[config.mk]
export PLATFORM = sky130hd
export DESIGN_NAME = pulse_irq_frontend
export DESIGN_NICKNAME = d
export VERILOG_FILES = /design/src/rtl/pirq_pkg.sv /design/src/rtl/pirq_sync.sv /design/src/rtl/pirq_oneshot.sv /design/src/rtl/pulse_irq_frontend.sv
export SDC_FILE = /design/constraint.sdc
export NUM_CORES = 1
export LEC_CHECK = 0
export ABC_AREA = 1
export BUFFER_PORTS_ARGS = -buffer_cell sky130_fd_sc_hd__buf_2
export CAP_MARGIN = 20
export CORE_MARGIN = 5
export CORE_UTILIZATION = 50
export CTS_CLUSTER_DIAMETER = 200
export DETAILED_ROUTE_END_ITERATION = 7
export MAX_ROUTING_LAYER = met4
export PLACE_DENSITY = 0.68
export REMOVE_ABC_BUFFERS = 1
export SYNTH_ARGS = -nofsm -noshare
export SYNTH_HDL_FRONTEND = slang
export SYNTH_SLANG_ARGS = --single-unit
export TNS_END_PERCENT = 5
[constraint.sdc]
create_clock -name clk -period 1.5 [get_ports clk]
set_input_delay 0.225 -clock clk [delete_from_list [all_inputs] [get_ports clk]]
set_output_delay 0.225 -clock clk [all_outputs]
set_load 0.005 [all_outputs]
[src/rtl/pirq_pkg.sv]
package pirq_pkg;

  // Next value of a retriggerable down-counter: a load restores the full
  // length, otherwise count down to zero and stay there.
  function automatic int unsigned stretch_next(int unsigned cur, logic load,
                                               int unsigned len);
    if (load) return len;
    if (cur != 0) return cur - 1;
    return 0;
  endfunction

  // Rising-edge detect on a single level against its previous sample.
  function automatic logic rise_of(logic now_lvl, logic prev_lvl);
    return now_lvl & ~prev_lvl;
  endfunction

endpackage

[src/rtl/pirq_sync.sv]
module pirq_sync #(
  parameter int unsigned WIDTH = 9
) (
  input  logic             clk,
  input  logic             rst,
  input  logic [WIDTH-1:0] d_i,
  output logic [WIDTH-1:0] q_o
);

  logic [WIDTH-1:0] meta_q;
  logic [WIDTH-1:0] stable_q;

  always_ff @(posedge clk) begin
    if (rst) begin
      meta_q   <= '0;
      stable_q <= '0;
    end else begin
      meta_q   <= d_i;
      stable_q <= meta_q;
    end
  end

  assign q_o = stable_q;

endmodule

[src/rtl/pirq_oneshot.sv]
module pirq_oneshot
  import pirq_pkg::*;
#(
  parameter int unsigned LEN   = 16,
  parameter int unsigned CNT_W = $clog2(LEN + 1)
) (
  input  logic clk,
  input  logic rst,
  input  logic level_i,
  output logic load_o,
  output logic active_o
);

  logic             prev_q;
  logic [CNT_W-1:0] cnt_q;

  assign load_o = rise_of(level_i, prev_q);

  always_ff @(posedge clk) begin
    if (rst) begin
      prev_q <= 1'b0;
      cnt_q  <= '0;
    end else begin
      prev_q <= level_i;
      cnt_q  <= CNT_W'(stretch_next(32'(cnt_q), load_o, LEN));
    end
  end

  assign active_o = (cnt_q != '0);

endmodule

[src/rtl/pulse_irq_frontend.sv]
module pulse_irq_frontend #(
  parameter int unsigned NUM_CH       = 8,
  parameter int unsigned PULSE_CYCLES = 16
) (
  input  logic              clk,
  input  logic              rst,
  input  logic [NUM_CH-1:0] ev_in,
  input  logic [NUM_CH-1:0] ch_enable,
  input  logic              call_req,
  output logic [NUM_CH-1:0] data_word,
  output logic              irq
);

  localparam int unsigned SYNC_W  = NUM_CH + 1;
  localparam int unsigned CALL_IX = NUM_CH;
  localparam int unsigned CNT_W   = $clog2(PULSE_CYCLES + 1);

  logic [SYNC_W-1:0] sync_w;
  logic [NUM_CH-1:0] gated_w;
  logic [NUM_CH-1:0] ch_load;   // per-channel one-shot (re)load events
  logic [NUM_CH-1:0] stretched_w;
  logic              call_load; // call one-shot load event
  logic              call_active;
  logic              irq_q;

  pirq_sync #(.WIDTH(SYNC_W)) u_sync (
    .clk (clk),
    .rst (rst),
    .d_i ({call_req, ev_in}),
    .q_o (sync_w)
  );

  // Mask after synchronization so a disabled line never reaches an edge detector.
  assign gated_w = sync_w[NUM_CH-1:0] & ch_enable;

  for (genvar gi = 0; gi < NUM_CH; gi++) begin : g_ch
    pirq_oneshot #(.LEN(PULSE_CYCLES), .CNT_W(CNT_W)) u_os (
      .clk      (clk),
      .rst      (rst),
      .level_i  (gated_w[gi]),
      .load_o   (ch_load[gi]),
      .active_o (stretched_w[gi])
    );
  end

  pirq_oneshot #(.LEN(PULSE_CYCLES), .CNT_W(CNT_W)) u_call (
    .clk      (clk),
    .rst      (rst),
    .level_i  (sync_w[CALL_IX]),
    .load_o   (call_load),
    .active_o (call_active)
  );

  always_ff @(posedge clk) begin
    if (rst) irq_q <= 1'b0;
    else     irq_q <= (|stretched_w) | call_active;
  end

  assign data_word = stretched_w;
  assign irq       = irq_q;

endmodule

Word level (Yosys, flattened, before mapping)
Index checks and enable logic that the tools add are counted.
- flip-flop bits (word level): 73
- output and inout port bits: 9
- word-level logic and storage cells: 141
- add/subtract/negate cells: 9
- multiplexer cells: 81
- bitwise logic cells: 20
- reduce and logical (&&, ||, !) cells: 10
- operator list (kind ; count):
    $mux W5 ; 36
    $mux W1 ; 45
    $reduce_bool A5 Y1 ; 9
    $sub A5 B1 Y5 const B ; 9
    $and A1 B1 Y1 ; 9
    $not A1 Y1 ; 9
    $and A8 B8 Y8 ; 1
    $reduce_or A8 Y1 ; 1
    $or A1 B1 Y1 ; 1

Longest topological paths before layout
- word-level depth: 8
- gate-level depth with buffers: 9
- depth with buffers taken out: 9

By module
From an unflattened synthesis, not the netlist that was laid out.
- cell total of the unflattened synthesis: 370
- area, all modules: 2889.0 sq um
- by module, submodules not included (module ; times used ; cells an instance ; area an instance (sq um)):
    pirq_oneshot ; 9 ; 32 ; 250.2
    pirq_sync ; 1 ; 56 ; 521.8
    pulse_irq_frontend ; 1 ; 26 ; 115.1

Worst setup path before layout
OpenSTA, ideal clock, no wires.
- path type: register to output
- start point: register g_ch[1].u_os.cnt_q[0]
- end point: output data_word[1]
- arrival: 0.866 ns
- required time: 1.275 ns
- path slack: 0.409 ns
- cell stages (with the launch flop): 7
- buffers on the path: 1
- cells stage by stage: dfxtp_1 -> inv_1 -> ha_1 -> nand2_1 -> nor2_1 -> inv_2 -> buf_4
- cells in the longest elaborated chain, start to end: 1
- ends and longest elaborated chain (item ; line ; RTL):
    start, declared ; pirq_oneshot.sv:15 ; logic [CNT_W-1:0] cnt_q;
    start signal, assigned ; pirq_oneshot.sv:25 ; cnt_q <= CNT_W'(stretch_next(32'(cnt_q), load_o, LEN));
    $reduce_bool A5 Y1 ; pirq_oneshot.sv:29 ; assign active_o = (cnt_q != '0);
    end, declared ; pulse_irq_frontend.sv:10 ; output logic [NUM_CH-1:0] data_word,
Every way passes these cells.

Worst setup path after layout
Same ends and word-level chain as after synthesis.

==> flow_metrics.py <==
metrics = {
    "timing": {
        "min_period_ns": 1.46,
        "clock-skew-final_ns": 0.00461,
        "hold_viol": 0,
        "setup_slack_ns": 0.0387,
        "relSlewSlack_pct": 74.5,
        "rsz0062_at_grt": "true",
        "tightestPinTransition_ns": 0.383,
        "finalSetupViolCount": 0,
        "fmax_ghz": 0.684,
        "slew_violations": 0,
        "fin_crit_sh_pct": 97.4,
    },
    "grt": {
        "grt_start_max_net_pins": 38,
        "antenna_found_initial": 0,
        "grt_pass1_wl_um": 7740,
        "grt_pass1_vias": 1884,
        "grtUsageTotal_pct": 14.0,
        "overflow": 0,
    },
    "layout": {
        "multi_input_area_um2": 997,
        "nets": 375,
        "antennaDiodeCount": 0,
        "seq_area_um2": 1460,
        "final_area_um2": 3120,
        "syn2layout_area_growth_pct": 15.7,
        "layout-drive-gt1-share_pct": 24.7,
        "fillers": 463,
    },
    "synthesis": {
        "syn_area_per_cell_um2": 8.55,
        "async_reset_ff_share_pct": 0,
        "synth.distinct_cells": 22,
        "ys.flop_type": "dfxtp_1",
        "syn_inst": 316,
        "synth_area_um2": 2700,
        "ys_seq_area_share_pct": 54.1,
        "yosysWarnings": 0,
        "synth_seq_cells": 73,
        "synth_edf_count": 0,
    },
    "min_path": {
        "worstHoldStart": "ev_in[3]",
        "hold_end": "u_sync.meta_q[3]$_SDFF_PP0_",
        "min_path_cells": 3,
        "holdCritPathClass": "input pin to flip-flop",
    },
    "pwr": {
        "cellInternalPower_mw": 4.20,
        "powerDensity_nw_per_um2": 2000,
        "switching_share_pct": 32.7,
        "comb_power_share_pct": 34.7,
        "switchingPower_mw": 2.04,
        "seqPwrFrac_pct": 40.5,
        "power_mw": 6.24,
        "ir_drop_uv": 833,
        "power.leakage_nw": 1.45,
        "p_clk_share_pct": 24.8,
    },
    "setup_path": {
        "worstSetupPathType": "flip-flop to primary output",
        "r2r-start": "g_ch[2].u_os.cnt_q[0]$_SDFF_PP0_",
        "critPathSlowestCell": "dfxtp_2",
        "crit_chain": "inv_1 > ha_2 > nand2_2 > nor2_4 > inv_2 > buf_2",
        "cp.required_ns": 1.27,
        "rrSetupSlack_ns": 0.20,
        "arrival_ns": 1.24,
        "rr_worst_depth": 7,
        "critPathMaxStageDelay_ns": 0.33,
        "worstPathMaxFanout": 3,
        "worstReg2RegEnd": "irq$_SDFF_PP0_",
        "endpoint_kind": "primary output",
        "critPathLaunchType": "flip-flop",
    },
    "run": {
        "drv_cap": 0,
    },
    "floorplan": {
        "dieArea_um2": 6970,
        "dieHeight_um": 83.5,
        "start_util_pct": 52.2,
        "die_w_um": 83.5,
        "coreArea_um2": 5170,
        "io_pins": 28,
        "rows": 26,
    },
    "clock_network": {
        "cts_hold_buf": 0,
        "ctsHtreeMaxLevel": 3,
        "cts_tree": "done",
        "insertion_delay_ns": 0.33,
        "clockBufferDepth": 2,
        "path_clk_slew_ns": 0.07,
        "clock-sinks": 73,
        "cts_buffers": 9,
        "cts-root-buf": "clkbuf_8",
    },
    "placement": {
        "place_congestion": 0.810,
        "port_buffers": 27,
        "dpl.hpwl_um": 2980,
        "post_dp_cell_area_um2": 2840,
        "place_ws_ns": 0.161,
    },
    "detailed_routing": {
        "drtIter0Drc": 73,
        "vias": 1891,
        "vias_per_cell": 4.48,
        "detail_route.wl_per_cell_um": 10.2,
        "drt-total-wl_um": 4290,
        "antenna_left": 0,
        "drc_errors": 0,
        "dr.pass1.iters": 4,
    },
    "status": {
        "status": "finished, final reports clean",
    },
}
flip-flops by register name, summed over array words and instances (netlist names):
register,flops
g_ch.u_os.cnt_q,40
u_call.prev_q,1
irq,1
u_sync.meta_q,9
u_sync.q_o,9
g_ch.u_os.prev_q,8
u_call.cnt_q,5
worst max-delay path by stage:
stage,start,to,slack [ns],cells past startpoint
after floorplan,g_ch[4].u_os.cnt_q[0]$_SDFF_PP0_,g_ch[4].u_os.cnt_q[4]$_SDFF_PP0_,0.42,6
after CTS,g_ch[1].u_os.cnt_q[0]$_SDFF_PP0_,data_word[1],0.009,6
final,g_ch[1].u_os.cnt_q[0]$_SDFF_PP0_,data_word[1],0.04,6
after global placement,g_ch[2].u_os.cnt_q[0]$_SDFF_PP0_,irq$_SDFF_PP0_,0.20,7
after detailed placement,g_ch[2].u_os.cnt_q[0]$_SDFF_PP0_,irq$_SDFF_PP0_,0.16,7
after global routing,g_ch[1].u_os.cnt_q[1]$_SDFF_PP0_,data_word[1],-0.04,6
placed cells by master (no fill, tap or decap), types with 3 or more instances in the layout:
cell type  netlist  routed
nor2_2           4       3
clkbuf_8         0      12
xor2_1           7       7
buf_2            2      27
ha_1             9       7
a21oi_1         18      18
dfxtp_1         73      71
nand2_1         19      18
nand3_2          2       4
inv_2            3       5
buf_4            8       5
nand3_1         18      16
o21ai_0          8       8
nand3b_2         3       3
or2_2           17      17
inv_1           49      47
nor2_1          66      65
synth_stat cells (3+ instances only):
master	count	area share, %
dfxtp_1	73	54
nor2_1	66	9.2
inv_1	49	6.8
nand2_1	19	2.6
a21oi_1	18	3.3
nand3_1	18	3.3
or2_2	17	3.9
ha_1	9	4.2
buf_4	8	2.2
o21ai_0	8	1.5
xor2_1	7	2.3
nor2_2	4	0.93
inv_2	3	0.42
nand3b_2	3	1.3
logic make-up after synthesis:
group           Yosys count  synth area share (%)
xor+xnor                  9                  2.92
buf+inv                  64                  10.7
fa+ha+maj                 9                  4.17
flops                    73                  54.1
simple gates            135                  23.3
compound gates           26                  4.82
layout make-up:
type	instances	share of cell area (%)
sequential	73	46.9
multi-input combinational	179	31.9
inverter	52	6.25
clock buffer	14	5.53
timing repair buffer	32	5.53
tap	70	2.80
clock inverter	2	1.12
metal layers:
layer | vias up | routed length [um] | global-route usage (%)
met5 | - | 0 | -
met4 | 0 | 93 | 7.89
met3 | 10 | 157 | 3.65
met2 | 31 | 1990 | 22.0
met1 | 833 | 2050 | 16.1
li1 | 1017 | - | -
power by group through the flow:
stage / combinational (mW) / clock [mW] / sequential, mW
floorplan: 1.44 / 0 / 2.52
global placement: 1.87 / 0 / 2.55
detailed placement: 1.92 / 0 / 2.56
CTS: 1.94 / 1.59 / 2.52
global route: 2.49 / 1.67 / 2.58
finish: 2.17 / 1.55 / 2.53
repair_timing:
action                     4_1_cts  5_1_grt
setup endpoints to repair        1        4
gates resized for setup          1       13
buffers inserted                 0        4
cloned                           0        0
pin swaps                        0        5
stage by stage:
stage                     util [%]  setup TNS, ns  hold slack [ns]  cells
after floorplan                  -              0            0.294    304
after global placement        54.9              0            0.389    402
after detailed placement      54.9              0            0.392    402
after CTS                     59.0              0           0.0771    418
after global routing          60.4        -0.0520           0.0928    422
final                         60.4              0           0.0926    422
critical path: cells and delay by family, from the launching register on:
family	cells	cell delay (ns)
buf+inv	3	0.21
fa+ha+maj	1	0.17
flops	1	0.33
simple gates	2	0.20
Note: power is estimated with default switching activity, not from simulation.
